### src/rtl/status_pkg.sv
package status_pkg;

  typedef enum logic [2:0] {
    A_EVT  = 3'd0,
    A_EVEN = 3'd1,
    A_SBYT = 3'd2,
    A_SREN = 3'd3,
    A_PPEN = 3'd4,
    A_IST  = 3'd5
  } reg_addr_e;

  localparam int SB_W    = 8;
  localparam int ESB_POS = 5;
  localparam int MSS_POS = 6;
  localparam logic [SB_W-1:0] MSS_BIT = SB_W'(1) << MSS_POS;
  localparam logic [SB_W-1:0] ESB_BIT = SB_W'(1) << ESB_POS;

  // OR of the bits of v selected by m, with the MSS position left out
  function automatic logic masked_any(input logic [SB_W-1:0] v,
                                      input logic [SB_W-1:0] m);
    return |(v & m & ~MSS_BIT);
  endfunction

  // status byte before MSS is inserted
  function automatic logic [SB_W-1:0] base_byte(input logic [SB_W-1:0] aux,
                                                input logic esb);
    return (aux & ~(ESB_BIT | MSS_BIT)) | (esb ? ESB_BIT : '0);
  endfunction

endpackage

### src/rtl/status_evt_reg.sv
module status_evt_reg #(
  parameter int W = 8
) (
  input  logic         clk,
  input  logic         rst_n,
  input  logic [W-1:0] pulse,
  input  logic         clr,
  output logic [W-1:0] evt_q
);
  // one sticky flop per event; a set in the clearing cycle wins
  for (genvar i = 0; i < W; i++) begin : g_bit
    always_ff @(posedge clk or negedge rst_n) begin
      if (!rst_n)        evt_q[i] <= 1'b0;
      else if (pulse[i]) evt_q[i] <= 1'b1;
      else if (clr)      evt_q[i] <= 1'b0;
    end
  end
endmodule

### src/rtl/status_mask_reg.sv
module status_mask_reg #(
  parameter int           W     = 8,
  parameter logic [W-1:0] HOLD0 = '0
) (
  input  logic         clk,
  input  logic         rst_n,
  input  logic         we,
  input  logic [W-1:0] wd,
  output logic [W-1:0] q
);
  logic [W-1:0] d_keep;
  assign d_keep = wd & ~HOLD0;

  always_ff @(posedge clk or negedge rst_n) begin
    if (!rst_n)  q <= '0;
    else if (we) q <= d_keep;
  end
endmodule

### src/rtl/status_summary.sv
module status_summary
  import status_pkg::*;
(
  input  logic [SB_W-1:0] aux,
  input  logic            esb,
  input  logic [SB_W-1:0] sre,
  input  logic [SB_W-1:0] pre,
  output logic [SB_W-1:0] sb_full,
  output logic            mss,
  output logic            ist
);
  logic [SB_W-1:0] sb_base;

  always_comb begin
    sb_base = base_byte(aux, esb);
    mss     = masked_any(sb_base, sre);
    ist     = masked_any(sb_base, pre);
    sb_full = sb_base | (mss ? MSS_BIT : '0);
  end
endmodule

### src/rtl/status_core.sv
module status_core
  import status_pkg::*;
#(
  parameter int EVT_W = 8
) (
  input  logic             clk,
  input  logic             rst_n,
  input  logic [EVT_W-1:0] evt_pulse,
  input  logic [7:0]       aux_summary,
  input  logic [2:0]       addr,
  input  logic             wr_en,
  input  logic [7:0]       wr_data,
  input  logic             rd_en,
  output logic [7:0]       rd_data,
  output logic             mss,
  output logic             srq,
  output logic             ist
);
  // named internal events, visible to the bound checker
  logic [EVT_W-1:0] evt_q;
  logic [EVT_W-1:0] ese_q;
  logic [SB_W-1:0]  sre_q;
  logic [SB_W-1:0]  pre_q;
  logic             esb;
  logic             evt_clr;
  logic [SB_W-1:0]  sb_full;
  logic             we_ese, we_sre, we_pre;

  assign evt_clr = rd_en && (addr == A_EVT);
  assign we_ese  = wr_en && (addr == A_EVEN);
  assign we_sre  = wr_en && (addr == A_SREN);
  assign we_pre  = wr_en && (addr == A_PPEN);

  status_evt_reg #(.W(EVT_W)) u_evt (
    .clk(clk), .rst_n(rst_n), .pulse(evt_pulse), .clr(evt_clr), .evt_q(evt_q)
  );

  status_mask_reg #(.W(EVT_W), .HOLD0('0)) u_ese (
    .clk(clk), .rst_n(rst_n), .we(we_ese), .wd(wr_data[EVT_W-1:0]), .q(ese_q)
  );

  status_mask_reg #(.W(SB_W), .HOLD0(MSS_BIT)) u_sre (
    .clk(clk), .rst_n(rst_n), .we(we_sre), .wd(wr_data), .q(sre_q)
  );

  status_mask_reg #(.W(SB_W), .HOLD0('0)) u_pre (
    .clk(clk), .rst_n(rst_n), .we(we_pre), .wd(wr_data), .q(pre_q)
  );

  assign esb = |(evt_q & ese_q);

  status_summary u_sum (
    .aux(aux_summary), .esb(esb), .sre(sre_q), .pre(pre_q),
    .sb_full(sb_full), .mss(mss), .ist(ist)
  );

  assign srq = mss;

  always_comb begin
    rd_data = '0;
    case (addr)
      A_EVT:   rd_data = 8'(evt_q);
      A_EVEN:  rd_data = 8'(ese_q);
      A_SBYT:  rd_data = sb_full;
      A_SREN:  rd_data = sre_q;
      A_PPEN:  rd_data = pre_q;
      A_IST:   rd_data = {7'd0, ist};
      default: rd_data = '0;
    endcase
  end
endmodule

### config.mk
export PLATFORM = sky130hd
export DESIGN_NAME = status_core
export DESIGN_NICKNAME = d
export VERILOG_FILES = /design/src/rtl/status_pkg.sv /design/src/rtl/status_evt_reg.sv /design/src/rtl/status_mask_reg.sv /design/src/rtl/status_summary.sv /design/src/rtl/status_core.sv
export SDC_FILE = /design/constraint.sdc
export NUM_CORES = 1
export LEC_CHECK = 0
export BUFFER_PORTS_ARGS = -buffer_cell sky130_fd_sc_hd__buf_2
export CORE_ASPECT_RATIO = 0.6
export CORE_MARGIN = 10
export CORE_UTILIZATION = 52
export CTS_BUF_LIST = sky130_fd_sc_hd__clkbuf_16
export DETAILED_ROUTE_END_ITERATION = 8
export HOLD_SLACK_MARGIN = 0.12
export PLACE_DENSITY_LB_ADDON = 0.1
export SLEW_MARGIN = 0
export SYNTH_ARGS = -nofsm -noshare
export SYNTH_HDL_FRONTEND = slang
export SYNTH_SLANG_ARGS = --single-unit
export TNS_END_PERCENT = 30
### constraint.sdc
create_clock -name clk -period 1.3 [get_ports clk]
set_input_delay 0.13 -clock clk [delete_from_list [all_inputs] [get_ports clk]]
set_output_delay 0.13 -clock clk [all_outputs]
set_load 0.005 [all_outputs]
==> results of run 1 <==
cells in the mapped netlist, types with 2 or more instances:
master / number / share of area (%)
a21oi_1: 4 / 1.2
buf_4: 3 / 1.4
nor2b_1: 4 / 1.5
nor2_4: 2 / 1.4
o22ai_1: 5 / 1.9
nand3_1: 2 / 0.61
a22oi_1: 16 / 7.4
a21o_1: 10 / 4.6
dfrtp_1: 31 / 48
mux2i_1: 7 / 4.3
buf_2: 5 / 1.5
nor2_1: 5 / 1.2
mux2_2: 26 / 18
final cells by class:
| type | instances | area share [%] |
|---|---|---|
| tap | 42 | 2.08 |
| sequential | 31 | 30.7 |
| timing repair buffer | 99 | 27.4 |
| inverter | 1 | 0.149 |
| multi-input combinational | 93 | 33.2 |
| clock buffer | 5 | 4.96 |
| clock inverter | 3 | 1.54 |
per-layer routing:
metal | vias up | routed length [µm]
li1 | 705 | -
met1 | 793 | 2220
met2 | 122 | 2730
met3 | 46 | 730
met4 | 0 | 333
met5 | - | 0
logic make-up (layout without fill, tap and decap cells):
kind of cell	count (synthesis)	in the layout	share of synthesized area [%]
and+or+nand+nor	20	20	7.76
DFF	31	31	47.6
AOI/OAI and AO/OA	39	39	17.1
buffers and inverters	10	108	3.84
muxes	34	34	23.7
stage by stage:
step	hold WS [ns]	TNS [ns]	power [mW]	util, %	cells
floorplan	-0.166	0	1.64	-	134
global placement	0.0604	-1.24	2.06	74.3	252
detailed placement	0.0669	-1.97	2.09	74.3	252
CTS	0.121	-3.08	3.47	85.8	274
global route	0.128	-4.22	3.64	86.2	274
finish	0.120	-3.60	3.53	86.2	274
layout by cell type, fill, tap and decap left out:
cell	count
dlygate4sd3_1	13
nand3_2	1
a21oi_2	1
clkbuf_16	5
a41o_1	1
mux2i_1	7
buf_4	46
o22ai_1	5
mux2_2	25
clkinv_2	1
nor2b_4	1
bufinv_16	1
nor2_4	2
nor2_1	5
a31o_1	1
a22oi_2	5
nand2b_1	1
dfrtp_1	31
buf_2	39
and3_1	1
buf_12	1
nor2b_1	3
nand3b_1	1
nand4_1	1
o21ai_1	1
mux2_4	1
a22oi_1	11
clkinv_1	1
a21o_1	10
nor4bb_1	1
nand3_1	2
a21oi_1	3
o2bb2ai_2	1
nand2_1	1
mux4_2	1
inv_2	1
worst max-delay path, stage by stage, from the launching register on:
cell and delay [ns]:
dfrtp_1 0.39, a22oi_2 0.23, nand4_1 0.19, a21o_1 0.22, a41o_1 0.18, buf_2 0.13
power by group through the flow:
stage / sequential (mW) / clock [mW] / combinational (mW)
after floorplan: 1.24 / 0 / 0.404
after global placement: 1.25 / 0 / 0.810
after detailed placement: 1.26 / 0 / 0.832
after CTS: 1.26 / 1.31 / 0.906
after global routing: 1.29 / 1.35 / 1.00
final: 1.28 / 1.31 / 0.946
flip-flops by register name, indices dropped and copies added (netlist names):
register     flops
u_sre.q          7
u_ese.q          8
u_pre.q          8
u_evt.evt_q      8
repair_timing:
action                                 4_1_cts  5_1_grt
cloned                                       0        0
hold buffers                                13        0
resized for setup                            8        2
pin swaps                                    8        3
buffers inserted                             1        0
setup endpoints to repair                   11       11
endpoints found under the hold margin       46        0
path summary, 6_finish.rpt:
path                            depth (start not counted)  slack, ns                   start                         end
max in group asynchronous                               3       0.58                   rst_n  u_evt.evt_q[0]$_DFFE_PN0P_
worst min register to register                          1       0.54  u_sre.q[0]$_DFFE_PN0P_      u_sre.q[0]$_DFFE_PN0P_
worst max-delay path                                    5      -0.44  u_ese.q[4]$_DFFE_PN0P_                  rd_data[0]
min in group asynchronous                               2       0.31                   rst_n      u_sre.q[3]$_DFFE_PN0P_
worst min-delay path                                    2       0.12              wr_data[3]      u_sre.q[3]$_DFFE_PN0P_
worst max register to register                          2       0.37  u_ese.q[2]$_DFFE_PN0P_      u_ese.q[2]$_DFFE_PN0P_
==> impl_results.md, run 1 <==
* TritonCTS clock tree: done
* HP Class: in2reg
* GR Layer Usage met2 at 32.8%
* Inserted Clock Buffers at 5
* Mapped Cells at 134
* Worst-skew pair later-pin latency at 0.28 ns
* RSZ-0062 raised after global routing: true
* Min cycle time layout at 1.74 ns
* WP data arrival at 1.61 ns
* Final ANT Viol Nets at 0
* Clk Tree Root Cell: clkbuf_16
* Ys Warns at 0
* Area growth from synthesis to layout at 54.9%
* DP HPWL at 3.91 mm
* DR iter-0 viols at 123
* Met1 track demand over resource at a little under a quarter
* Gr ovfl total at 0
* CTS Buffer Depth at 2
* Internal power consumption at 2.57 mW
* Maximum clock frequency at 0.573 GHz
* Synth Flop Type: dfrtp_1
* CTS Sinks at 31
* Largest fanout on the critical path at 3
* Relative slew slack at between 70% and 80%
* Initial Utilization at 55.6%
* Num ports at 42
* Met3 Usage GRT at 8.04%
* Storage cell area at 776 µm²
* Combinational share of power at a little over a quarter
* Max_cap viols at 0
* Worst-Margin Slew at 0.414 ns
* Violated checks: setup timing
* Fillers at about 150
* Netlist Area Pre-Place at 1630 µm²
* Layout cell share with drive strength beyond 1 at 56.9%
* Leakage at approximately 1.2 nW
* Cell variety after synth at 27
* Status: finished with violations
* PortBufs at 39
* CP endpoint kind: output pin
* First-pass GRT wire length at 9.43 mm
* Hold Violations, Final at 0
* CP Launch Type: flip-flop
* Layout Nets at 262
* Number of setup violations in the final report at 11
* Clock Pin Slew Worst Setup and Hold Paths at 0.05 ns
* Initial antenna violation count at 0
* Rows at 15
* Total die area at approximately 5800 µm²
* Cell Pwr Density at 1400 nW/µm²
* Register bit total from synthesis at 31
* Post-synth EDFFs at 0
* Clock group share of total power at 37.1%
* Register area share after synthesis at 47.6%
* Wire per inst at 21.9 µm
* Largest net degree at the start of global routing at 17
* Max IR drop VDD at 1090 µV
* Final setup margin at -0.444 ns
* Final period util at 134%
* Net switching power at 0.958 mW
* Slew Viols, Final at 0
* First-pass iteration count of the detailed router at 4
* Chip Height at between 60 and 70 µm
* Synthesized Nets at 165
* Switching share of power at 27.1%
* GRT Overall Usage at roughly 21%
* Via-per-instance ratio at roughly 6.1
* Vias in the first global route at 1819
* Max Clock Skew at 0 ns
* RD Place Congestion at 0.942
* Worst slack, placed at -0.189 ns
* Area of the multi-input gates at 837 µm²
* Sequential power share at 36.1%
* Post-DP Area at 2180 µm²
* Syn_area_per_cell at 12.2 µm²
* Critical path class: reg2out
* Global route hottest layer: met2
* Req. time, crit path at 1.17 ns
* Die X at 92.3 µm
* Max H-tree Level at 2
* Cell area after layout at approximately 2500 µm²
* Post-synth ARST share at 100%
* Total wire length at 6.01 mm
* # diodes at 0
* Vias at 1666
* Core area at 2930 µm²
* Residual DRC at 0
Power figures use the tool's default switching activity.
==> run 2: changes to the inputs <==
--- a/config.mk
+++ b/config.mk
@@ -7,5 +7,4 @@
 export LEC_CHECK = 0
-export BUFFER_PORTS_ARGS = -buffer_cell sky130_fd_sc_hd__buf_2
+export BUFFER_PORTS_ARGS = -buffer_cell sky130_fd_sc_hd__buf_4
 export CORE_ASPECT_RATIO = 0.6
-export CORE_MARGIN = 10
 export CORE_UTILIZATION = 52
==> constraint.sdc (replaced) <==
create_clock -name clk -period 1.3 [get_ports clk]
set_input_delay 0.065 -clock clk [delete_from_list [all_inputs] [get_ports clk]]
set_output_delay 0.065 -clock clk [all_outputs]
set_load 0.005 [all_outputs]
==> impl_results.md, run 2 (same netlist as run 1, synthesis figures left out) <==
* Status: finished with violations
* Violated checks: setup timing
* Inserted Clock Buffers at 5 (unchanged)
* WP data arrival at 1.58 ns (-0.03 ns)
* Cell Pwr Density at 1280 nW/µm² (-8.3%)
* Area growth from synthesis to layout at 56.9%
* First-pass iteration count of the detailed router at 4 (unchanged)
* Most frequent cells in the layout: buf_4 (75), dfrtp_1 (31), mux2_2 (25)
* DR iter-0 viols at 143 (+16%)
* GRT Overall Usage at 33.4% (+13 points)
* HP Class: in2async
* Max H-tree Level at 2 (unchanged)
* Biggest regs: u_ese.q: 8 flops, u_evt.evt_q: 8 flops, u_pre.q: 8 flops
* RD Place Congestion at 0.874 (-7.1%)
* Max IR drop VDD at 1050 µV (-4.2%)
* Clock Pin Slew Worst Setup and Hold Paths at 0.05 ns (about the same)
* Most common cell after layout, fill and taps aside: buf_4
* CP endpoint kind: output pin
* RSZ-0062 raised after global routing: true
* Final ANT Viol Nets at 0 (unchanged)
* Critical path class: reg2out
* TritonCTS clock tree: done
* Gr ovfl total at 0 (unchanged)
* Maximum clock frequency at 0.607 GHz (+5.9%)
* Worst path buffer plus inverter count at 1 (unchanged)
* Cell family with most CP delay: compound AO/OA/AOI/OAI gates
* Vias at 1568 (-5.9%)
* CTS Buffer Depth at 2 (unchanged)
* Die X at 74.3 µm (-20%)
* Total wire length at 5.13 mm (-15%)
* Placed instance count at 242 (-4.0%)
* Layout Nets at 256 (-2.3%)
* Final period util at 127% (-7.5 points)
* Initial Utilization at 55.6% (unchanged)
* Total power at 3.28 mW (-7.2%)
* Worst-Margin Slew at 0.403 ns (-0.0105 ns)
* Largest net degree at the start of global routing at 32 (+15)
* Vias in the first global route at 1521 (-16%)
* First-pass GRT wire length at 7.64 mm (-19%)
* Total die area at 3370 µm² (-42%)
* CP cell instances: a22oi_2, nand4_1, a21o_1, a41o_1, buf_4
* Worst slack, placed at -0.140 ns (+0.0493 ns)
* Largest fanout on the critical path at 3 (unchanged)
* Residual DRC at 0 (unchanged)
* DP HPWL at 3.34 mm (-14%)
* Final setup TNS at -2.50 ns (+1.10 ns)
* Rows at 15 (unchanged)
* Core area at 2930 µm² (unchanged)
* Initial antenna violation count at 0 (unchanged)
* Max Clock Skew at 0 ns (unchanged)
* Relative slew slack at 73.1% (+1.1 points)
* # diodes at 0 (unchanged)
* Max_cap viols at 0 (unchanged)
* Worst-skew pair later-pin latency at 0.27 ns (about the same)
* Clk Tree Root Cell: clkbuf_16
* Min cycle time layout at 1.65 ns (-0.0977 ns)
* Hold Violations, Final at 0 (unchanged)
* Chip Height at 45.4 µm (-28%)
* Req. time, crit path at 1.24 ns (+0.07 ns)
* CP Launch Type: flip-flop
* Crit path largest cell delay at 0.40 ns (about the same)
* CTS Sinks at 31 (unchanged)
* Layout cell share with drive strength beyond 1 at 54.9% (-2.0 points)
* Number of setup violations in the final report at 11 (unchanged)
* Num ports at 42 (unchanged)
* Wire per inst at 19.3 µm (-12%)
* Slowest library cell on the worst path: dfrtp_1
* Via-per-instance ratio at 5.89 (-3.1%)
* Leakage at 1.16 nW (-1.4%)
* PortBufs at 39 (unchanged)
* Layout Cells excl Fill at 266 (-2.9%)
* Slew Viols, Final at 0 (unchanged)
* Final setup margin at -0.346 ns (+0.0977 ns)
==> run 2: cell count changes in the layout (fill, tap and decap cells not counted) <==
cell | previous run | this run
o2bb2ai_1 | 0 | 1
bufinv_16 | 1 | 0
a22oi_2 | 5 | 9
clkinv_2 | 1 | 0
o2bb2ai_2 | 1 | 0
a22oi_1 | 11 | 7
buf_4 | 46 | 75
buf_12 | 1 | 0
buf_2 | 39 | 0
buf_6 | 0 | 1
clkinv_1 | 1 | 0
dlygate4sd3_1 | 13 | 17
inv_1 | 0 | 1
==> run 2: area by class of cell <==
class / instances / area, µm²
Tap cell: 42 / 52.6
Multi-Input combinational cell: 93 / 851
Sequential cell: 31 / 776
Clock inverter: 1 / 3.75
Fill cell: 148 / 372
Inverter: 1 / 3.75
Timing Repair Buffer: 93 / 744
Clock buffer: 5 / 125
==> run 2: worst paths after layout <==
| path | start | endpoint | slack [ns] | cells after the start |
|---|---|---|---|---|
| worst max-delay path | u_ese.q[0]$_DFFE_PN0P_ | rd_data[0] | -0.35 | 5 |
| worst max register to register | u_ese.q[0]$_DFFE_PN0P_ | u_ese.q[0]$_DFFE_PN0P_ | 0.36 | 2 |
| worst min register to register | u_pre.q[6]$_DFFE_PN0P_ | u_pre.q[6]$_DFFE_PN0P_ | 0.51 | 1 |
| min in group clk | rd_en | u_evt.evt_q[3]$_DFFE_PN0P_ | 0.30 | 4 |
| worst min-delay path | rst_n | u_ese.q[4]$_DFFE_PN0P_ | 0.28 | 2 |
| max in group asynchronous | rst_n | u_evt.evt_q[6]$_DFFE_PN0P_ | 0.73 | 2 |
==> run 2: metrics by stage <==
stage / hold slack [ns] / util (%) / area (µm²)
detailed placement: 0.0217 / 74.7 / 2190
floorplan: -0.231 / - / 1630
global placement: 0.0151 / 74.7 / 2190
finish: 0.276 / 87.3 / 2560
global route: 0.314 / 87.3 / 2560
CTS: 0.276 / 87.0 / 2550
==> run 2: report_power, final <==
group,internal (mW),leakage (nW),switching [mW]
clock,0.677,0.0669,0.372
combinational,0.588,0.742,0.367
sequential,1.14,0.349,0.138
total,2.40,1.16,0.877
==> run 2: repair_timing <==
item,in CTS,in global routing
hold buffers,17,0
pin swaps,10,1
cloned,0,0
gates resized for setup,12,2
buffers inserted,1,0
setup endpoints to repair,11,11
endpoints found under the hold margin,62,0
==> run 2: routing by layer <==
metal  global-route usage (%)  share of wire (%)  up-vias
met3                     11.6                8.3       12
met1                     41.9                 41      775
met5                        0                  0        -
met4                     12.1                1.9        0
met2                     54.4                 49       89
li1                         -                  -      692
==> run 3: changes to the inputs <==
Settings changed: SKIP_LAST_GASP set to 1.
==> impl_results.md, run 3 (same netlist as run 1, synthesis figures left out) <==
* Most frequent cells in the layout: buf_4 (76), dfrtp_1 (31), mux2_2 (26)
* R2R Setup Slk at 0.38 ns (+0.02 ns)
* Wire per inst at 19.0 µm (-1.7%)
* Max IR drop VDD at 1040 µV (-0.14%)
* Gr ovfl total at 0 (unchanged)
* Total wire length at 5.04 mm (-1.7%)
* Total power at 3.25 mW (-0.84%)
* Die X at 74.3 µm (unchanged)
* Fillers at 157 (+6.1%)
* Initial antenna violation count at 0 (unchanged)
* Metal3 WL at 411 µm (-4.0%)
* Largest fanout on the critical path at 2 (-1)
* Layout cell share with drive strength beyond 1 at 53.6% (-1.3 points)
* Worst R2R Path Depth at 2 (unchanged)
* Residual DRC at 0 (unchanged)
* Clk Tree Root Cell: clkbuf_16
* RD Place Congestion at 0.874 (unchanged)
* Via-per-instance ratio at 5.78 (-2.0%)
* TritonCTS clock tree: done
* Chip Height at 45.4 µm (unchanged)
* Max_cap viols at 0 (unchanged)
* GRT Overall Usage at 33.4% (unchanged)
* Worst-Margin Slew at 0.409 ns (+0.00551 ns)
* Met1 Wirelength at 2.07 mm (-2.0%)
* Status: finished with violations
* HP Class: in2async
* CP cell instances: mux4_2, nor2b_4, a31o_1, buf_4
* Relative slew slack at 72.7% (-0.37 points)
* WP data arrival at 1.56 ns (-0.02 ns)
* Maximum clock frequency at 0.614 GHz (+1.1%)
* Critical path class: reg2out
* # diodes at 0 (unchanged)
* Hold Violations, Final at 0 (unchanged)
* Final setup margin at -0.328 ns (+0.0179 ns)
* Num ports at 42 (unchanged)
* Leakage at 1.15 nW (-0.56%)
* Req. time, crit path at 1.24 ns (about the same)
* Switching share of power at 26.5% (-0.23 points)
* Slowest library cell on the worst path: mux4_2
* Most common cell after layout, fill and taps aside: buf_4
* Max H-tree Level at 2 (unchanged)
* Layout Nets at 256 (unchanged)
* CTS Buffer Depth at 2 (unchanged)
* Crit path largest cell delay at 0.47 ns (+0.07 ns)
* Cell Pwr Density at 1280 nW/µm² (about the same)
* Inserted Clock Buffers at 5 (unchanged)
* Core area at 2930 µm² (unchanged)
* CP Launch Type: flip-flop
* Core Util, Final at 86.5% (-0.77 points)
* CP endpoint kind: output pin
* RSZ-0062 raised after global routing: true
* Met2 wire length at 2.46 mm (-1.2%)
* Max Clock Skew at 0 ns (unchanged)
* Total die area at 3370 µm² (unchanged)
* Clock group share of total power at 32.2% (+0.2 points)
* CTS Sinks at 31 (unchanged)
* Area growth from synthesis to layout at 55.5%
* Initial Utilization at 55.6% (unchanged)
* Sequential power share at 38.9% (about the same)
* Biggest regs: u_ese.q: 8 flops, u_evt.evt_q: 8 flops, u_pre.q: 8 flops
* PortBufs at 39 (unchanged)
* First-pass GRT wire length at 7.65 mm (about the same)
* Vias at 1537 (-2.0%)
* Slew Viols, Final at 0 (unchanged)
* First-pass iteration count of the detailed router at 4 (unchanged)
* Min cycle time layout at 1.63 ns (-0.0179 ns)
* CP startpoint: u_sre.q[1]$_DFFE_PN0P_
* Largest net degree at the start of global routing at 32 (unchanged)
* Combinational share of power at 28.9% (-0.2 points)
* DR iter-0 viols at 145 (+1.4%)
* Rows at 15 (unchanged)
* Violated checks: setup timing
* Worst-skew pair later-pin latency at 0.27 ns (about the same)
* Worst r2r src: u_pre.q[0]$_DFFE_PN0P_
* Critical R2R Capture: u_pre.q[0]$_DFFE_PN0P_
* Net switching power at 0.862 mW (-1.7%)
* Vias in the first global route at 1512 (-0.59%)
* Number of setup violations in the final report at 11 (unchanged)
* Final ANT Viol Nets at 0 (unchanged)
* Internal power consumption at 2.39 mW (-0.54%)
* Top Metal Used: met4
* Clock Pin Slew Worst Setup and Hold Paths at 0.05 ns (about the same)
* Final setup TNS at -2.45 ns (+0.0448 ns)
* Final period util at 125% (-1.4 points)
* Crit path to: rd_data[1]
* DP HPWL at 3.34 mm (unchanged)
-- run 3: cell type report --
cell class	count	area, µm²	share of cell area (%)
Multi-Input combinational cell	93	832	32.8
Tap cell	42	52.6	2.07
Inverter	1	3.75	0.148
Clock buffer	5	125	4.94
Clock inverter	1	3.75	0.148
Sequential cell	31	776	30.6
Timing Repair Buffer	93	741	29.2
-- run 3: critical path, delay by kind of cell, from the launching register on --
| kind | cells | cell delay, ns |
|---|---|---|
| mux | 1 | 0.47 |
| flops | 1 | 0.39 |
| buf+inv | 1 | 0.13 |
| compound gates | 1 | 0.17 |
| simple gates | 1 | 0.13 |
-- run 3: worst min-delay path by stage --
stage,start,endpoint,slack (ns),cells after the start
after detailed placement,rst_n,u_sre.q[4]$_DFFE_PN0P_,0.02,1
after floorplan,rst_n,u_ese.q[0]$_DFFE_PN0P_,-0.23,0
final,rst_n,u_ese.q[4]$_DFFE_PN0P_,0.28,2
after CTS,rst_n,u_ese.q[4]$_DFFE_PN0P_,0.28,2
after global placement,rst_n,u_sre.q[4]$_DFFE_PN0P_,0.02,1
after global routing,rst_n,u_pre.q[0]$_DFFE_PN0P_,0.32,2
-- run 3: power by group through the flow --
stage	registers (mW)	logic [mW]	clock network, mW
2_1_floorplan	1.24	0.404	0
3_3_place_gp	1.25	0.810	0
3_5_place_dp	1.26	0.834	0
4_1_cts	1.26	0.913	1.06
5_1_grt	1.28	0.993	1.11
6_report	1.26	0.939	1.05
-- run 3: metrics by stage --
stage,cell area [µm²],hold slack [ns],cells,setup slack [ns]
after global routing,2530,0.315,266,-0.375
after floorplan,1630,-0.231,134,0.0964
after global placement,2190,0.0151,242,-0.130
final,2530,0.277,266,-0.328
after detailed placement,2190,0.0217,242,-0.140
after CTS,2520,0.276,266,-0.318
-- run 3: metal layers --
layer | GRT usage, % | up-vias
met3 | 10.9 | 12
met1 | 42.2 | 752
met5 | 0 | -
met2 | 54.7 | 85
li1 | - | 688
met4 | 11.7 | 0
-- run 3: timing repair --
action / in CTS / in global routing
endpoints found under the setup margin: 11 / 11
endpoints found under the hold margin: 62 / 0
setup buffers: 1 / 0
pin swaps: 5 / 2
resized for setup: 7 / 2
hold buffers: 17 / 0
